`config.mk`:
```
export PLATFORM = sky130hd
export DESIGN_NAME = dlw_set_ctrl
export DESIGN_NICKNAME = d
export VERILOG_FILES = /design/src/rtl/dlw_pkg.sv /design/src/rtl/dlw_lru.sv /design/src/rtl/dlw_pick.sv /design/src/rtl/dlw_data.sv /design/src/rtl/dlw_set_ctrl.sv
export SDC_FILE = /design/constraint.sdc
export NUM_CORES = 2
export LEC_CHECK = 0
export BUFFER_PORTS_ARGS = -buffer_cell sky130_fd_sc_hd__buf_2
export CORE_MARGIN = 4
export CORE_UTILIZATION = 34
export DETAILED_ROUTE_END_ITERATION = 10
export PLACE_DENSITY = 0.46
export SLEW_MARGIN = 0
export SYNTH_ARGS = -nofsm -noshare
export SYNTH_HDL_FRONTEND = slang
export SYNTH_SLANG_ARGS = --single-unit
```
`constraint.sdc`:
```
create_clock -name clk -period 31.1 [get_ports clk]
set_clock_uncertainty 0.2 [all_clocks]
set_input_delay 4.665 -clock clk [delete_from_list [all_inputs] [get_ports clk]]
set_output_delay 4.665 -clock clk [all_outputs]
set_load 0.05 [all_outputs]
```
`src/rtl/dlw_pkg.sv`:
```
package dlw_pkg;
  typedef enum logic [1:0] {
    OP_READ  = 2'd0,
    OP_FILL  = 2'd1,
    OP_WBACK = 2'd2,
    OP_IDLE  = 2'd3
  } op_e;

  typedef enum logic [1:0] {
    ST_INV = 2'd0,   // no block
    ST_OWN = 2'd1,   // data held by a private owner
    ST_SHR = 2'd2,   // clean data held here
    ST_DRT = 2'd3    // dirty data held here
  } st_e;
endpackage

```
`src/rtl/dlw_lru.sv`:
```
module dlw_lru #(
  parameter int WAYS = 16,
  parameter int AW   = 4
) (
  input  logic          clk,
  input  logic          rst_n,
  input  logic          touch_i,
  input  logic [AW-1:0] way_i,
  output logic [AW-1:0] age_o [WAYS]
);
  // Age rank: 0 is most recent. The ranks stay a permutation of 0..WAYS-1.
  always_ff @(posedge clk or negedge rst_n) begin
    if (!rst_n) begin
      for (int w = 0; w < WAYS; w++) age_o[w] <= AW'(w);
    end else if (touch_i) begin
      for (int w = 0; w < WAYS; w++) begin
        if (AW'(w) == way_i) age_o[w] <= '0;
        else if (age_o[w] < age_o[way_i]) age_o[w] <= age_o[w] + 1'b1;
      end
    end
  end

  assert_touch_mru_R9: assert property (@(posedge clk) disable iff (!rst_n)
    touch_i |=> age_o[$past(way_i)] == '0);
endmodule

```
`src/rtl/dlw_pick.sv`:
```
module dlw_pick #(
  parameter int WAYS = 16,
  parameter int AW   = 4
) (
  input  logic [WAYS-1:0] cls_i,
  input  logic [WAYS-1:0] live_i,
  input  logic [AW-1:0]   age_i [WAYS],
  output logic [AW-1:0]   way_o
);
  logic [AW-1:0] free_way, old_way, old_age;
  logic          have_free, have_old;

  always_comb begin
    free_way  = '0;
    old_way   = '0;
    old_age   = '0;
    have_free = 1'b0;
    have_old  = 1'b0;
    for (int w = WAYS - 1; w >= 0; w--) begin
      if (cls_i[w] && !live_i[w]) begin
        have_free = 1'b1;
        free_way  = AW'(w);
      end
    end
    for (int w = 0; w < WAYS; w++) begin
      if (cls_i[w] && (!have_old || age_i[w] > old_age)) begin
        have_old = 1'b1;
        old_age  = age_i[w];
        old_way  = AW'(w);
      end
    end
    way_o = have_free ? free_way : old_way;
  end
endmodule

```
`src/rtl/dlw_data.sv`:
```
module dlw_data #(
  parameter int WAYS  = 16,
  parameter int FIRST = 2,
  parameter int DW    = 16,
  parameter int AW    = 4
) (
  input  logic          clk,
  input  logic          we_i,
  input  logic [AW-1:0] wway_i,
  input  logic [DW-1:0] wdata_i,
  input  logic [AW-1:0] rway_a_i,
  output logic [DW-1:0] rdata_a_o,
  input  logic [AW-1:0] rway_b_i,
  output logic [DW-1:0] rdata_b_o
);
  localparam int N = WAYS - FIRST;

  logic [DW-1:0] cells [N];

  // Storage exists only for the ways that can hold data.
  for (genvar g = 0; g < N; g++) begin : g_cell
    logic [DW-1:0] q;
    always_ff @(posedge clk) begin
      if (we_i && wway_i == AW'(g + FIRST)) q <= wdata_i;
    end
    assign cells[g] = q;
  end

  always_comb begin
    rdata_a_o = '0;
    rdata_b_o = '0;
    for (int g = 0; g < N; g++) begin
      if (rway_a_i == AW'(g + FIRST)) rdata_a_o = cells[g];
      if (rway_b_i == AW'(g + FIRST)) rdata_b_o = cells[g];
    end
  end
endmodule

```
`src/rtl/dlw_set_ctrl.sv`:
```
module dlw_set_ctrl
  import dlw_pkg::*;
#(
  parameter int WAYS     = 16,
  parameter int FIXED_DL = 2,
  parameter int TAG_W    = 12,
  parameter int DATA_W   = 16,
  localparam int AW      = $clog2(WAYS),
  localparam int CNT_W   = $clog2(WAYS - FIXED_DL)
) (
  input  logic              clk,
  input  logic              rst_n,
  input  logic [CNT_W-1:0]  dis_cnt,
  input  logic              req_valid,
  output logic              req_ready,
  input  logic [1:0]        req_op,
  input  logic [TAG_W-1:0]  req_tag,
  input  logic              req_excl,
  input  logic [DATA_W-1:0] req_data,
  output logic              rsp_valid,
  output logic              rsp_hit,
  output logic              rsp_fwd,
  output logic [AW-1:0]     rsp_way,
  output logic [DATA_W-1:0] rsp_data,
  output logic              mem_wb_valid,
  output logic [TAG_W-1:0]  mem_wb_tag,
  output logic [DATA_W-1:0] mem_wb_data
);
  localparam int LW      = AW + 1;
  localparam int MAX_OFF = WAYS - FIXED_DL - 1;

  st_e              st_q  [WAYS];
  logic [TAG_W-1:0] tag_q [WAYS];
  logic [AW-1:0]    age   [WAYS];

  op_e              op;
  logic [CNT_W-1:0] off_eff;
  logic [LW-1:0]    dl_lim;
  logic [WAYS-1:0]  is_dl, is_dc, live, hit_vec, drain_vec;
  logic             hit, drain_any, accept;
  logic [AW-1:0]    hit_way, drain_way, dl_pick, dc_pick, rway_b;
  logic [DATA_W-1:0] rdata_a, rdata_b;

  // Next-cycle actions.
  logic              wr_en, clr_en, dwe, touch_en, wb_fire;
  logic [AW-1:0]     wr_way, clr_way, touch_way;
  st_e               wr_st;
  logic              n_hit, n_fwd;
  logic [AW-1:0]     n_way;
  logic [DATA_W-1:0] n_data;

  assign op      = op_e'(req_op);
  assign off_eff = (dis_cnt > CNT_W'(MAX_OFF)) ? CNT_W'(MAX_OFF) : dis_cnt;
  assign dl_lim  = LW'(FIXED_DL) + LW'(off_eff);

  always_comb begin
    hit = 1'b0;
    hit_way = '0;
    drain_any = 1'b0;
    drain_way = '0;
    for (int w = WAYS - 1; w >= 0; w--) begin
      is_dl[w]     = LW'(w) < dl_lim;
      is_dc[w]     = !is_dl[w];
      live[w]      = st_q[w] != ST_INV;
      hit_vec[w]   = live[w] && tag_q[w] == req_tag;
      drain_vec[w] = is_dl[w] && (st_q[w] == ST_SHR || st_q[w] == ST_DRT);
      if (hit_vec[w]) begin
        hit = 1'b1;
        hit_way = AW'(w);
      end
      if (drain_vec[w]) begin
        drain_any = 1'b1;
        drain_way = AW'(w);
      end
    end
  end

  assign req_ready = !drain_any;
  assign accept    = req_valid && req_ready;
  assign rway_b    = drain_any ? drain_way : dc_pick;

  dlw_lru #(.WAYS(WAYS), .AW(AW)) u_lru (
    .clk(clk), .rst_n(rst_n), .touch_i(touch_en), .way_i(touch_way), .age_o(age));

  dlw_pick #(.WAYS(WAYS), .AW(AW)) u_pick_dl (
    .cls_i(is_dl), .live_i(live), .age_i(age), .way_o(dl_pick));

  dlw_pick #(.WAYS(WAYS), .AW(AW)) u_pick_dc (
    .cls_i(is_dc), .live_i(live), .age_i(age), .way_o(dc_pick));

  dlw_data #(.WAYS(WAYS), .FIRST(FIXED_DL), .DW(DATA_W), .AW(AW)) u_data (
    .clk(clk), .we_i(dwe), .wway_i(wr_way), .wdata_i(req_data),
    .rway_a_i(hit_way), .rdata_a_o(rdata_a), .rway_b_i(rway_b), .rdata_b_o(rdata_b));

  always_comb begin
    wr_en = 1'b0; wr_way = '0; wr_st = ST_INV; dwe = 1'b0;
    clr_en = 1'b0; clr_way = '0;
    touch_en = 1'b0; touch_way = '0; wb_fire = 1'b0;
    n_hit = 1'b0; n_fwd = 1'b0; n_way = '0; n_data = '0;
    if (drain_any) begin
      clr_en  = 1'b1;
      clr_way = drain_way;
      wb_fire = st_q[drain_way] == ST_DRT;
    end else if (accept) begin
      unique case (op)
        OP_READ: begin
          n_hit = hit;
          n_way = hit_way;
          if (hit) begin
            touch_en  = 1'b1;
            touch_way = hit_way;
            n_fwd     = st_q[hit_way] == ST_OWN;
            if (st_q[hit_way] == ST_SHR || st_q[hit_way] == ST_DRT) n_data = rdata_a;
          end
        end
        OP_FILL: begin
          wr_en   = 1'b1;
          wr_way  = req_excl ? dl_pick : dc_pick;
          wr_st   = req_excl ? ST_OWN : ST_SHR;
          dwe     = !req_excl;
          wb_fire = !req_excl && st_q[dc_pick] == ST_DRT;
          touch_en = 1'b1;
          touch_way = wr_way;
          n_way   = wr_way;
        end
        OP_WBACK: begin
          if (hit) begin
            n_hit  = 1'b1;
            wr_en  = 1'b1;
            wr_st  = ST_DRT;
            dwe    = 1'b1;
            if (is_dc[hit_way]) begin
              wr_way = hit_way;
            end else begin
              wr_way  = dc_pick;
              wb_fire = st_q[dc_pick] == ST_DRT;
              clr_en  = 1'b1;
              clr_way = hit_way;
            end
            touch_en  = 1'b1;
            touch_way = wr_way;
            n_way     = wr_way;
          end
        end
        default: ;
      endcase
    end
  end

  always_ff @(posedge clk or negedge rst_n) begin
    if (!rst_n) begin
      for (int w = 0; w < WAYS; w++) begin
        st_q[w]  <= ST_INV;
        tag_q[w] <= '0;
      end
      rsp_valid <= 1'b0; rsp_hit <= 1'b0; rsp_fwd <= 1'b0;
      rsp_way <= '0; rsp_data <= '0;
      mem_wb_valid <= 1'b0; mem_wb_tag <= '0; mem_wb_data <= '0;
    end else begin
      if (clr_en) st_q[clr_way] <= ST_INV;
      if (wr_en) begin
        st_q[wr_way]  <= wr_st;
        tag_q[wr_way] <= req_tag;
      end
      rsp_valid <= accept;
      if (accept) begin
        rsp_hit  <= n_hit;
        rsp_fwd  <= n_fwd;
        rsp_way  <= n_way;
        rsp_data <= n_data;
      end
      mem_wb_valid <= wb_fire;
      if (wb_fire) begin
        mem_wb_tag  <= tag_q[rway_b];
        mem_wb_data <= rdata_b;
      end
    end
  end

  for (genvar g = 0; g < FIXED_DL; g++) begin : g_fixed_chk
    assert_fixed_ways_dataless_R2: assert property (@(posedge clk) disable iff (!rst_n)
      !(st_q[g] == ST_SHR || st_q[g] == ST_DRT));
  end

  assert_rsp_follows_accept_R11: assert property (@(posedge clk) disable iff (!rst_n)
    rsp_valid |-> $past(req_valid && req_ready));

  assert_fwd_no_data_R5: assert property (@(posedge clk) disable iff (!rst_n)
    (rsp_valid && rsp_fwd) |-> (rsp_hit && rsp_data == '0));

  assert_move_frees_R7: assert property (@(posedge clk) disable iff (!rst_n)
    (accept && op == OP_WBACK && hit && is_dl[hit_way]) |=> st_q[$past(hit_way)] == ST_INV);

  assert_drain_progress_R10: assert property (@(posedge clk) disable iff (!rst_n)
    (!req_ready && $stable(dis_cnt)) |-> $countones(drain_vec) < $past($countones(drain_vec)) || $past(req_ready) || !$stable(dis_cnt));
endmodule

```
==> impl_metrics.json <==
{
  "die_h_microns": 339.3,
  "synthArstFlopShare_pct": 60.28,
  "worst-path-buf-inv": 17,
  "pre_cts_slack_ps": -398.1,
  "synth_seq_cells": 564,
  "power-per-cell-area_mw_per_mm2": 118.6,
  "num-nets-final": 4222,
  "cts_tree": "built",
  "synth_ff_type": "dfrtp_1",
  "core_sq_mm": 0.1089,
  "routed_wl_microns": 147200,
  "vias": 32235,
  "dp_hpwl_microns": 101600,
  "synth-xor-area-share_pct": 4.675,
  "dieArea_sq_mm": 0.1151,
  "slew_viol_final": 0,
  "seqPwrFrac_pct": 18.8,
  "status": "finished, final reports clean",
  "critPathArrivalTime_ps": 30060,
  "die_x_microns": 339.3,
  "worstSetupEndpointType": "flip-flop",
  "synth_top_family_by_area": "compound AO/OA/AOI/OAI gates",
  "syn_area_per_cell_sq_um": 9.732,
  "grt.total_usage_pct": 24.68,
  "avgViaCountPerCell": 5.886,
  "cts_buffers": 70,
  "cts_max_level": 3,
  "ctsRootBufferMaster": "clkbuf_16",
  "ys.warnings.count": 0,
  "critPathTopFamily": "compound AO/OA/AOI/OAI gates",
  "total_power_uw": 5153,
  "syn_inst": 3834,
  "cp_max_fo": 25,
  "rsz0062_at_grt": "yes",
  "synth_most_common_cell": "nand2_1",
  "critPathSlowestCell": "or4_4",
  "drt_iter0_drc": 3130,
  "pwr-share-comb_pct": 65.1,
  "start_util_pct": 34.28,
  "fillers": 10785,
  "ys_top_cells_by_count": "nand2_1 (467), dfrtp_1 (308), mux2_2 (251), edfxtp_1 (224), a21oi_1 (216)",
  "final_util_pct": 39.93,
  "slowest_delay_ps": 430,
  "wl_per_cell_microns": 26.88,
  "slew_headroom_pct": 15.95,
  "yosys.area_share.simple_pct": 15.50,
  "layout-drive-gt1-share_pct": 22.24,
  "gp_congestion": 0.9199,
  "finalCritPeriodShare_pct": 95.62,
  "timing.fmax_mhz": 33.63,
  "grt_overflow": 0,
  "rows": 121,
  "first_pass_iters": 8,
  "synthMuxAreaShare_pct": 10.33,
  "drc": 0,
  "grt_pass1_vias": 31129,
  "cts.sinks": 564,
  "io_pins": 91,
  "syn-num-nets": 4051,
  "layout_setup_ws_ps": 1361,
  "synth_cell_type_count": 114,
  "clock_path_buffers": 3,
  "clkPwrFrac_pct": 16.1,
  "seq_area_sq_mm": 0.01527,
  "p_int_uw": 2696,
  "hold_violations": 0,
  "drv_cap": 0,
  "port_buffers": 90,
  "p_leak_uw": 0.01781,
  "synth_largest_area_cell": "dfrtp_1",
  "synth.top_cell.area_share_pct": 20.66,
  "synthAdderAreaFrac_pct": 6.002,
  "grt_max_degree": 151,
  "antenna_found_initial": 5,
  "grt_pass1_wl_microns": 215400,
  "synthesis.area_sq_mm": 0.03731,
  "min_path_type": "flip-flop to flip-flop",
  "synth-edff-count": 224,
  "multi_input_area_sq_mm": 0.02137,
  "drtAntennaViolNets": 0,
  "setup_violations": 0,
  "crit_type": "input port to flip-flop",
  "switchingPower_uw": 2457,
  "peakVddDrop_mv": 0.1056,
  "area_growth_pct": 16.49,
  "worst_slew_pin_slew_ps": 1253,
  "required_ps": 31430,
  "cpMostUsedCell": "ha_1",
  "yosysSeqAreaShare_pct": 40.94,
  "clk_pin_slew_ps": 60,
  "start_kind": "input port",
  "clk_latency_ps": 660,
  "ys_top_cells_by_area": "dfrtp_1 (21%), edfxtp_1 (18%), mux2_2 (7.6%), ha_1 (6.0%), nand2_1 (4.7%)",
  "switching_share_pct": 47.69,
  "synth_compound_area_share_pct": 18.81,
  "finalCriticalPeriod_ps": 29740
}
==> state kept, by name, indices dropped and copies added, names as in the netlist <==
| register | flops |
|---|---|
| st_q | 32 |
| mem_wb_data | 16 |
| rsp_fwd | 1 |
| rsp_data | 16 |
| mem_wb_tag | 12 |
| rsp_hit | 1 |
| mem_wb_valid | 1 |
| u_data.g_cell.q | 224 |
| rsp_way | 4 |
| rsp_valid | 1 |
| u_lru.age_o | 64 |
| tag_q | 192 |
==> final cells by class <==
cell class                 instances  share of cell area, %
clock inverter                    34                 0.8549
tap                             1414                  4.070
inverter                         112                 0.9672
clock buffer                      94                  4.445
antenna                            2                0.01151
sequential                       564                  35.14
multi-input combinational       2932                  49.16
timing repair buffer             325                  5.351
==> logic make-up (layout without fill, tap and decap cells) <==
kind of cell	count (synthesis)	after routing
and+or+nand+nor	1202	1202
AOI/OAI and AO/OA	1005	1006
DFF	564	564
muxes	348	348
buffers and inverters	339	565
xor gates and xnor gates	197	197
adders and majority gates	179	179
other	0	2
==> through the flow <==
| stage | hold WS, ps | instance area (sq um) | std cells | TNS [ps] |
|---|---|---|---|---|
| after floorplan | 278.8 | 37360 | 3834 | 0 |
| after global placement | 256.3 | 40410 | 5317 | 0 |
| after detailed placement | 260.9 | 40410 | 5317 | -15910 |
| after CTS | 273.8 | 42710 | 5445 | 0 |
| after global routing | 292.2 | 43460 | 5476 | -6253 |
| final | 271.1 | 43470 | 5477 | 0 |
==> cells in the final DEF (no fill, tap or decap), types with 57 or more instances in the layout <==
master	instances
nand2_1	462
dfrtp_1	308
mux2_2	241
edfxtp_1	224
buf_4	223
a21oi_1	195
nor2_1	189
ha_1	167
o21ai_0	130
xnor2_1	109
inv_1	107
nand3_1	93
buf_2	89
xor2_1	87
mux2i_1	75
clkbuf_16	70
nor2b_1	67
nand4_1	60
a22oi_1	58
nor3_1	57
a211oi_1	57
==> per-layer routing <==
layer | wire length [microns] | part of all wire, % | GRT usage [%] | vias up
met5 | 7 | 0.0048 | 0 | -
li1 | - | - | - | 14684
met4 | 4285 | 2.9 | 6.889 | 2
met1 | 64940 | 44 | 33.71 | 16176
met3 | 9037 | 6.1 | 3.571 | 236
met2 | 68960 | 47 | 40.87 | 1137
==> path summary, 6_finish.rpt <==
check	cells past startpoint	from	slack [ps]	end
setup / recovery	146	dis_cnt[2]	1360	u_lru.age_o[28]
hold / removal	1	rsp_data[4]	270	rsp_data[4]
setup reg to reg	138	u_lru.age_o[56]	5660	u_lru.age_o[28]
hold reg to reg	1	rsp_data[4]	270	rsp_data[4]
max in group asynchronous	3	rst_n	24750	mem_wb_data[15]
min in group asynchronous	1	rst_n	3740	u_lru.age_o[39]
==> worst register-to-register path, delay by kind of cell (launching register included) <==
kind | cells | cell delay, ps
AO/OA/AOI/OAI | 58 | 9520
adder cells (fa/ha/maj) | 16 | 4680
buffers and inverters | 16 | 1850
flip-flops | 1 | 620
multiplexers | 13 | 3910
AND/OR/NAND/NOR | 35 | 4520
==> power by group through the flow <==
stage | combinational [uW] | sequential [uW] | clock (uW)
final | 3350 | 971 | 827
after global routing | 3690 | 981 | 883
after CTS | 3160 | 969 | 849
after detailed placement | 3140 | 983 | 0
after global placement | 3140 | 985 | 0
after floorplan | 2140 | 985 | 0
==> what timing repair did <==
action	4_1_cts	5_1_grt
buffers inserted	0	29
resized for setup	0	118
endpoints found under the setup margin	0	543
hold buffers	0	0
(Power assumes the default switching activity.)
